## config.mk

```make
export PLATFORM = sky130hd
export DESIGN_NAME = ledstrip_encoder
export DESIGN_NICKNAME = d
export VERILOG_FILES = /design/src/rtl/ledstrip_pkg.sv /design/src/rtl/ledstrip_phase_timer.sv /design/src/rtl/ledstrip_bit_shifter.sv /design/src/rtl/ledstrip_encoder.sv
export SDC_FILE = /design/constraint.sdc
export NUM_CORES = 1
export LEC_CHECK = 0
export ABC_CLOCK_PERIOD_IN_PS = 3420
export BUFFER_PORTS_ARGS = -buffer_cell sky130_fd_sc_hd__buf_2
export CORE_UTILIZATION = 45
export CTS_CLUSTER_DIAMETER = 60
export DETAILED_ROUTE_END_ITERATION = 10
export PLACE_DENSITY = 0.65
export SKIP_LAST_GASP = 1
export SYNTH_ARGS = -nofsm -noshare
export SYNTH_HDL_FRONTEND = slang
export SYNTH_SLANG_ARGS = --single-unit
```

## constraint.sdc

```tcl
create_clock -name clk -period 3.42 [get_ports clk]
set_clock_uncertainty 0.1 [all_clocks]
set_input_delay 0.342 -clock clk [delete_from_list [all_inputs] [get_ports clk]]
set_output_delay 0.342 -clock clk [all_outputs]
set_load 0.02 [all_outputs]
```

## src/rtl/ledstrip_pkg.sv

```systemverilog
package ledstrip_pkg;

    localparam int CH_W  = 8;
    localparam int NCH   = 3;
    localparam int PIX_W = CH_W * NCH;
    localparam int ORD_W = 3;

    typedef enum logic [2:0] {
        ST_IDLE,
        ST_FETCH,
        ST_HIGH,
        ST_LOW,
        ST_GAP
    } state_e;

    typedef struct packed {
        logic [CH_W-1:0] r;
        logic [CH_W-1:0] g;
        logic [CH_W-1:0] b;
    } rgb_t;

    function automatic int max2(input int a, input int b);
        return (a > b) ? a : b;
    endfunction

    // Arrange the colour bytes in line order; codes above 5 fall back to G,R,B.
    function automatic logic [PIX_W-1:0] reorder(input logic [ORD_W-1:0] ord,
                                                 input rgb_t p);
        logic [PIX_W-1:0] w;
        case (ord)
            3'd0:    w = {p.r, p.g, p.b};
            3'd1:    w = {p.r, p.b, p.g};
            3'd2:    w = {p.g, p.r, p.b};
            3'd3:    w = {p.g, p.b, p.r};
            3'd4:    w = {p.b, p.r, p.g};
            3'd5:    w = {p.b, p.g, p.r};
            default: w = {p.g, p.r, p.b};
        endcase
        return w;
    endfunction

endpackage

```

## src/rtl/ledstrip_phase_timer.sv

```systemverilog
module ledstrip_phase_timer #(
    parameter int CW = 13
) (
    input  logic          clk,
    input  logic          rst,
    input  logic          load,
    input  logic [CW-1:0] load_val,
    output logic          expire
);

    logic [CW-1:0] cnt_q;

    always_ff @(posedge clk) begin
        if (rst) begin
            cnt_q <= '0;
        end else if (load) begin
            cnt_q <= load_val;
        end else if (cnt_q != '0) begin
            cnt_q <= cnt_q - 1'b1;
        end
    end

    // A phase of length N ends in its N-th cycle; lengths 0 and 1 both last one cycle.
    assign expire = (cnt_q[CW-1:1] == '0);


    cnt_mono_chk: assert property (@(posedge clk) disable iff (rst)
        !load |=> (cnt_q <= $past(cnt_q)));

endmodule

```

## src/rtl/ledstrip_bit_shifter.sv

```systemverilog
module ledstrip_bit_shifter #(
    parameter int W = 24
) (
    input  logic         clk,
    input  logic         rst,
    input  logic         load,
    input  logic         shift,
    input  logic [W-1:0] din,
    output logic         cur_bit,
    output logic         next_bit,
    output logic         last_bit
);

    localparam int IW = $clog2(W);

    logic [W-1:0]  sh_q;
    logic [IW-1:0] idx_q;

    always_ff @(posedge clk) begin
        if (rst) begin
            sh_q  <= '0;
            idx_q <= '0;
        end else if (load) begin
            sh_q  <= din;
            idx_q <= IW'(W - 1);
        end else if (shift) begin
            sh_q  <= {sh_q[W-2:0], 1'b0};
            idx_q <= idx_q - 1'b1;
        end
    end

    assign cur_bit  = sh_q[W-1];
    assign next_bit = sh_q[W-2];
    assign last_bit = (idx_q == '0);


    no_overshift_chk: assert property (@(posedge clk) disable iff (rst)
        shift |-> (idx_q != '0));

endmodule

```

## src/rtl/ledstrip_encoder.sv

```systemverilog
module ledstrip_encoder
    import ledstrip_pkg::*;
#(
    parameter int LEN_W = 13,
    parameter int T1H_W = 6,
    parameter int T1L_W = 5,
    parameter int T0H_W = 5,
    parameter int T0L_W = 6,
    parameter int GAP_W = 13
) (
    input  logic             clk,
    input  logic             rst,
    input  logic             start,
    input  logic [ORD_W-1:0] order,
    input  logic [LEN_W-1:0] len,
    input  logic [T1H_W-1:0] t1_high,
    input  logic [T1L_W-1:0] t1_low,
    input  logic [T0H_W-1:0] t0_high,
    input  logic [T0L_W-1:0] t0_low,
    input  logic [GAP_W-1:0] gap,
    input  logic             px_valid,
    input  logic [PIX_W-1:0] px_data,
    output logic             px_ready,
    output logic             dout,
    output logic             busy,
    output logic             done
);

    localparam int CW = max2(max2(max2(T1H_W, T1L_W), max2(T0H_W, T0L_W)), GAP_W);

    typedef struct packed {
        logic [ORD_W-1:0] ord;
        logic [T1H_W-1:0] t1h;
        logic [T1L_W-1:0] t1l;
        logic [T0H_W-1:0] t0h;
        logic [T0L_W-1:0] t0l;
        logic [GAP_W-1:0] gap;
    } cfg_t;

    cfg_t             cfg_q, cfg_in;
    state_e           st_q, st_d;
    logic [LEN_W-1:0] left_q;
    logic             done_q;

    logic             expire, cur_bit, next_bit, last_bit;
    logic             t_load, sh_load, sh_shift, take, more;
    logic [CW-1:0]    t_val;
    logic [PIX_W-1:0] fresh;

    assign cfg_in = '{ord: order, t1h: t1_high, t1l: t1_low,
                      t0h: t0_high, t0l: t0_low, gap: gap};

    assign fresh = reorder(cfg_q.ord, rgb_t'(px_data));
    assign more  = (left_q != '0);

    function automatic logic [CW-1:0] high_of(input logic b, input cfg_t c);
        return b ? CW'(c.t1h) : CW'(c.t0h);
    endfunction

    function automatic logic [CW-1:0] low_of(input logic b, input cfg_t c);
        return b ? CW'(c.t1l) : CW'(c.t0l);
    endfunction

    always_comb begin
        st_d     = st_q;
        t_load   = 1'b0;
        t_val    = '0;
        sh_load  = 1'b0;
        sh_shift = 1'b0;
        unique case (st_q)
            ST_IDLE: begin
                if (start) begin
                    if (len == '0) begin
                        t_load = 1'b1;
                        t_val  = CW'(gap);
                        st_d   = ST_GAP;
                    end else begin
                        st_d   = ST_FETCH;
                    end
                end
            end
            ST_FETCH: begin
                if (px_valid) begin
                    sh_load = 1'b1;
                    t_load  = 1'b1;
                    t_val   = high_of(fresh[PIX_W-1], cfg_q);
                    st_d    = ST_HIGH;
                end
            end
            ST_HIGH: begin
                if (expire) begin
                    t_load = 1'b1;
                    t_val  = low_of(cur_bit, cfg_q);
                    st_d   = ST_LOW;
                end
            end
            ST_LOW: begin
                if (expire) begin
                    if (!last_bit) begin
                        sh_shift = 1'b1;
                        t_load   = 1'b1;
                        t_val    = high_of(next_bit, cfg_q);
                        st_d     = ST_HIGH;
                    end else if (more) begin
                        if (px_valid) begin
                            sh_load = 1'b1;
                            t_load  = 1'b1;
                            t_val   = high_of(fresh[PIX_W-1], cfg_q);
                            st_d    = ST_HIGH;
                        end else begin
                            st_d    = ST_FETCH;
                        end
                    end else begin
                        t_load = 1'b1;
                        t_val  = CW'(cfg_q.gap);
                        st_d   = ST_GAP;
                    end
                end
            end
            ST_GAP: begin
                if (expire) begin
                    st_d = ST_IDLE;
                end
            end
            default: st_d = ST_IDLE;
        endcase
    end

    assign px_ready = (st_q == ST_FETCH) ||
                      ((st_q == ST_LOW) && expire && last_bit && more);
    assign take     = px_ready && px_valid;

    always_ff @(posedge clk) begin
        if (rst) begin
            st_q   <= ST_IDLE;
            cfg_q  <= '0;
            left_q <= '0;
            done_q <= 1'b0;
        end else begin
            st_q   <= st_d;
            done_q <= (st_q == ST_GAP) && expire;
            if ((st_q == ST_IDLE) && start) begin
                cfg_q  <= cfg_in;
                left_q <= len;
            end else if (take) begin
                left_q <= left_q - 1'b1;
            end
        end
    end

    ledstrip_phase_timer #(.CW(CW)) i_timer (
        .clk      (clk),
        .rst      (rst),
        .load     (t_load),
        .load_val (t_val),
        .expire   (expire)
    );

    ledstrip_bit_shifter #(.W(PIX_W)) i_shifter (
        .clk      (clk),
        .rst      (rst),
        .load     (sh_load),
        .shift    (sh_shift),
        .din      (fresh),
        .cur_bit  (cur_bit),
        .next_bit (next_bit),
        .last_bit (last_bit)
    );

    assign dout = (st_q == ST_HIGH);
    assign busy = (st_q != ST_IDLE);
    assign done = done_q;


    idle_quiet_chk: assert property (@(posedge clk) disable iff (rst)
        !busy |-> (!dout && !px_ready));


    done_single_chk: assert property (@(posedge clk) disable iff (rst)
        done |=> !done);


    done_idle_chk: assert property (@(posedge clk) disable iff (rst)
        done |-> !busy);


    cfg_hold_chk: assert property (@(posedge clk) disable iff (rst)
        busy |=> $stable(cfg_q));


    take_bound_chk: assert property (@(posedge clk) disable iff (rst)
        take |-> more);

endmodule

```

### Yosys cells after proc, flatten, opt, wreduce, memory -nomap -nowiden

Cells that the tools add are included.

* register bits: 97
* word-level logic and storage cells: 94

* add/sub/neg operators: 3
* eq/ne operators: 13
* muxes and demuxes: 45
* reduce and logical (&&, ||, !) cells: 20

Operator list (count)
* case mux 24 bit (5 select lines): 1
* 2-to-1 mux 13 bit: 9
* case mux 13 bit (4 select lines): 1
* 2-to-1 mux 24 bit: 2
* 2-to-1 mux 6 bit: 5
* nonzero test 13 bit: 2
* subtractor 13 x 1 -> 13 bit, second input constant: 2
* 2-to-1 mux 3 bit: 8
* case mux 3 bit (5 select lines): 1
* logical NOT 13 bit: 1
* 2-to-1 mux 1 bit: 13
* logical NOT 12 bit: 1
* 2-to-1 mux 5 bit: 2
* equality test 3 x 2 -> 1 bit, second input constant: 3
* equality test 3 bit, second input constant: 3
* != test 2 bit, second input constant: 4
* equality test 3 x 1 -> 1 bit, second input constant: 2
* logical AND 1 bit: 6
* logical NOT 3 bit: 2
* nonzero test 2 bit: 3
* logical NOT 5 bit: 1
* AND reduction 5 bit: 1
* subtractor 5 x 1 -> 5 bit, second input constant: 1
* case mux 1 bit (4 select lines): 1
* 6 further kinds: 6

### Longest topological paths before layout

* word-level depth: 9
* gate-level depth with buffers: 10
* gate-level depth less buffers: 8

### Cells and area by module

From an unflattened synthesis, not the netlist that was laid out.

* cells, all modules: 719
* area, all modules: 5751.8 µm²

Modules (own cells, without submodules)
* ledstrip_encoder: times used 1, cells an instance 476, area each 3647.2 µm², seq. area each 1101.1 µm²
* ledstrip_bit_shifter: times used 1, cells an instance 154, area each 1326.3 µm², seq. area each 580.6 µm²
* ledstrip_phase_timer: times used 1, cells an instance 89, area each 778.2 µm², seq. area each 260.2 µm²

### Least setup slack after synthesis

OpenSTA, ideal clock, no wires.

* path type: flip-flop to flip-flop
* start point: register left_q[0]
* end point: register i_timer.cnt_q[8]
* data arrival time: 2.362 ns
* required time: 3.186 ns
* setup slack: 0.824 ns
* cell stages (with the launch flop): 10
* buffers on the path: 1
* path through: dfxtp_1 inv_1 ha_1 or4b_4 nor4_4 nor4_1 o311a_1 buf_6 a222oi_1 a211oi_1

* cells in the longest elaborated chain, start to end: 6

RTL lines
* start: declaration: line ledstrip_encoder.sv:42 `logic [LEN_W-1:0] left_q;`
* start signal: assignment: line ledstrip_encoder.sv:144 `left_q <= len;`
* start signal: assignment: line ledstrip_encoder.sv:146 `left_q <= left_q - 1'b1;`
* nonzero test 13 bit (*): line ledstrip_encoder.sv:54 `assign more = (left_q != '0);`
* 2-to-1 mux 13 bit / 2-to-1 mux 1 bit (equally long branches): line ledstrip_encoder.sv:104 `end else if (more) begin`
* 2-to-1 mux 13 bit / 2-to-1 mux 1 bit (equally long branches): line ledstrip_encoder.sv:99 `if (!last_bit) begin`
* 2-to-1 mux 13 bit / 2-to-1 mux 1 bit (equally long branches): line ledstrip_encoder.sv:98 `if (expire) begin`
* case mux 13 bit (4 select lines) / case mux 1 bit (4 select lines) (equally long branches): line ledstrip_encoder.sv:70 `unique case (st_q)`
* 2-to-1 mux 13 bit / nonzero test 2 bit (equally long branches)
* end signal: assignment: line ledstrip_phase_timer.sv:17 `cnt_q <= load_val;`
* end signal: assignment: line ledstrip_phase_timer.sv:19 `cnt_q <= cnt_q - 1'b1;`
* end: declaration: line ledstrip_phase_timer.sv:11 `logic [CW-1:0] cnt_q;`

Every way passes the cells marked *; elsewhere a longest branch is shown, timed or not.
A chain may end at the register's enable or synchronous reset.

### Worst setup path in the final report

* start point: register i_shifter.idx_q[0]
* end point: register i_shifter.sh_q[5]

* cells in the longest elaborated chain, start to end: 5

RTL lines
* start: declaration: line ledstrip_bit_shifter.sv:17 `logic [IW-1:0] idx_q;`
* start signal: assignment: line ledstrip_bit_shifter.sv:25 `idx_q <= IW'(W - 1);`
* start signal: assignment: line ledstrip_bit_shifter.sv:28 `idx_q <= idx_q - 1'b1;`
* logical NOT 5 bit (*): line ledstrip_bit_shifter.sv:34 `assign last_bit = (idx_q == '0);`
* 2-to-1 mux 1 bit: line ledstrip_encoder.sv:99
* 2-to-1 mux 1 bit: line ledstrip_encoder.sv:98
* case mux 1 bit (2 select lines) / 2-to-1 mux 1 bit (equally long branches): line ledstrip_encoder.sv:70
* 2-to-1 mux 24 bit / nonzero test 2 bit (equally long branches)
* end signal: assignment: line ledstrip_bit_shifter.sv:24 `sh_q <= din;`
* end signal: assignment: line ledstrip_bit_shifter.sv:27 `sh_q <= {sh_q[W-2:0], 1'b0};`
* end: declaration: line ledstrip_bit_shifter.sv:16 `logic [W-1:0] sh_q;`

Marks and branches as above.

==> summary.txt <==
Placed design
  • Routability Congestion: 0.897
  • PortBufs: 82
  • DP HPWL: 10.8 mm
  • Pre-CTS WS: 0.549 ns

Clocking
  • Cts bufs inserted: 9
  • Clock-pin slew on the worst setup and hold paths: 0.07 ns
  • Clock sinks: 97
  • Post_cts resized: 0
  • Hold Buf Count CTS: 0
  • Post-CTS Setup Bufs: 0
  • CTS root buffer: clkbuf_16
  • CTS tree: built
  • Clock Path Buffers: 2
  • Clock latency on the worst-skew pair: 0.35 ns
  • H-Tree Depth: 3

Power and ir drop
  • Int Power: 2620 uW
  • Clk pwr share: 27.7%
  • Combinational share of power: 36.5%
  • Leakage power: 0.00239 uW
  • Worst VDD drop: 0.000289 V
  • Flop pwr share: 35.8%
  • Sw Ratio: 36.8%
  • NetSw: 1520 uW
  • PD cells: 638 mW/mm^2

Global routing
  • Met1 Usage GRT: 34.3%
  • Largest net degree at the start of global routing: 52
  • First-pass GRT wire length: 25.7 mm
  • GRT met3 Usage: 3.40%
  • Initial antenna violation count: 0
  • Layer with the highest usage: met2
  • GR Util All Layers: 24.8%
  • Met2 GRT Util: 39.0%
  • GR Overflow Total: 0
  • Vias in the first global route: 5242

STA
  • Max Clock Freq: 345 MHz
  • Unrepaired setup endpoints after global routing: no
  • Final Max Tran Viols: 0
  • Relative slew slack: 37.3%
  • Setup ws final: 0.519 ns
  • Worst-Margin Slew: 0.938 ns
  • Tcrit/Tclk final: 84.8%
  • Final Hold Fails: 0
  • Setup_tns: 0 ns
  • Final Setup Violations: 0
  • Final min period: 2.90 ns

Critical path
  • CP Class: register to register
  • Crit path max-delay family: compound AO/OA/AOI/OAI gates
  • Reg-to-Reg End: i_shifter.sh_q[5]$_SDFFE_PP0P_
  • Crit path largest cell delay: 0.50 ns
  • Crit-path max FO: 51
  • Setup slack, reg-to-reg: 0.52 ns
  • Reg2reg path depth: 8
  • Worst Path Required: 3.53 ns
  • Critical Path, Cell by Cell: inv_1, ha_1, or4b_1, a41oi_2, a41oi_4, buf_4, a2111oi_0, a211oi_1
  • Critical Path Sink Type: register
  • Reg-to-reg startpoint: i_shifter.idx_q[0]$_SDFFE_PP0P_
  • Critical path's slowest cell: or4b_1
  • Critical Path Source Type: register
  • Worst path bufs/invs: 2
  • WP data arrival: 3.01 ns

Yosys
  • Synth cell types: 61
  • Post-Syn Nets: 798
  • Mapped cell area: 0.00562 sq mm
  • Post-synth EDFFs: 0
  • Seq cells post-synth: 97
  • Mapped Avg Cell Area: 7.85 sq um
  • Mapped Cells: 716
  • Top FF cell, synth: dfxtp_1
  • Post-synthesis async set-or-reset flop share: 0%
  • Sequential-to-total area share from yosys stat: 34.6%
  • Yosys warnings: 0

Finish
  • Most common library cell in the layout ignoring fill and taps: nand2_1
  • Most frequent cells in the layout: nand2_1 (120), dfxtp_1 (97), buf_2 (82)
  • Fraction of layout cells with a size suffix above 1: 16.8%
  • Layout Area Growth over Synthesis: 15.3%
  • # diodes: 0
  • Nets@finish: 852

Drt
  • DR WL/cell: 16.5 um
  • DRT iter0 DRCs: 475
  • Final wirelength: 15.6 mm
  • First-pass iteration count of the detailed router: 5
  • Drt drc: 0
  • Total number of vias: 5533
  • Via/cell ratio: 5.87
  • Antenna Nets Post-Route: 0

Floorplan
  • Die X: 114 um
  • Row cnt: 40
  • Die Area: 0.0129 sq mm
  • IO Count: 83
  • Core area: 0.0121 sq mm
  • Initial core utilization: 46.4%
  • Die height: 114 um

Run
  • Max-cap violations: 0

Run status
  • Status: finished clean

Hold path
  • Beginning of the worst hold path: t1_low[2]
  • Worst hold path type: input port to register
  • Hold path endpoint: cfg_q[26]$_SDFFE_PP0P_
  • Hold path cells: 3
[synthesized netlist by cell type, types with 8 or more instances]
cell	n	area share (%)
nand2_1	120	8.0
dfxtp_1	97	35
a21oi_1	79	7.0
mux2i_1	62	11
nor2_1	55	3.7
clkbuf_1	38	2.5
a211oi_1	35	4.7
o21ai_0	24	2.1
nor3_1	23	2.0
inv_1	11	0.73
a311oi_1	10	1.6
nand3_1	10	0.89
nor2b_1	10	1.1
buf_1	9	0.60
o22ai_1	9	1.0
a2111oi_0	8	1.2
a22o_1	8	1.2
[flip-flops by register name, summed over array words and instances, names as in the netlist]
signal           count
i_shifter.sh_q      24
i_timer.cnt_q       13
st_q                 3
cfg_q               38
done                 1
left_q              13
i_shifter.idx_q      5
[stage by stage]
stage / hold WS, ns / cells / power, uW / util [%] / instance area, sq um
after CTS: 0.118 / 942 / 4140 / 53.5 / 6480
after global routing: 0.127 / 942 / 4390 / 53.5 / 6480
final: 0.128 / 942 / 4140 / 53.5 / 6480
after global placement: 0.343 / 927 / 2940 / 50.8 / 6150
after detailed placement: 0.349 / 927 / 2980 / 50.8 / 6150
after floorplan: 0.332 / 716 / 2600 / - / 5620
[worst min-delay path: stages]
cell and delay [ns]:
buf_2 0.09, nand2_1 0.04, a21oi_1 0.05
[worst max-delay path by stage]
stage	startpoint	end	slack [ns]	cells past startpoint
floorplan	left_q[0]$_SDFFE_PP0P_	i_timer.cnt_q[8]$_SDFFE_PP0P_	0.82	9
global placement	left_q[0]$_SDFFE_PP0P_	i_shifter.sh_q[22]$_SDFFE_PP0P_	0.68	9
detailed placement	i_shifter.idx_q[0]$_SDFFE_PP0P_	i_shifter.sh_q[2]$_SDFFE_PP0P_	0.55	8
CTS	left_q[0]$_SDFFE_PP0P_	i_shifter.sh_q[3]$_SDFFE_PP0P_	0.51	9
global route	left_q[0]$_SDFFE_PP0P_	i_shifter.sh_q[3]$_SDFFE_PP0P_	0.22	9
finish	i_shifter.idx_q[0]$_SDFFE_PP0P_	i_shifter.sh_q[5]$_SDFFE_PP0P_	0.52	8
[power by group through the flow]
stage               Sequential (uW)  Clock [uW]  Combinational (uW)
global placement               1490           0                1450
global route                   1510        1210                1670
floorplan                      1440           0                1160
finish                         1480        1150                1510
CTS                            1480        1170                1490
detailed placement             1500           0                1480
[cell families (layout without fill, tap and decap cells)]
family	after synthesis	after routing	synth area share (%)
muxes	66	66	11.8
and+or+nand+nor	262	262	21.7
AOI/OAI and AO/OA	208	208	24.3
xor gates and xnor gates	12	12	1.87
DFF	97	97	34.6
adders and majority gates	4	4	0.846
buffers and inverters	67	125	4.88
[layer usage]
metal / up-vias / wire length (um)
met2: 214 / 7030
met1: 2553 / 7370
met5: - / 0
met4: 0 / 327
met3: 35 / 844
li1: 2731 / -
[layout make-up]
cell class	instances	area (sq um)
fill	1189	5630
multi-input combinational	552	3420
sequential	97	1940
timing repair buffer	98	531
clock buffer	9	225
tap	168	210
clock inverter	6	108
inverter	12	45.0
Note: power is estimated with default switching activity, not from simulation.
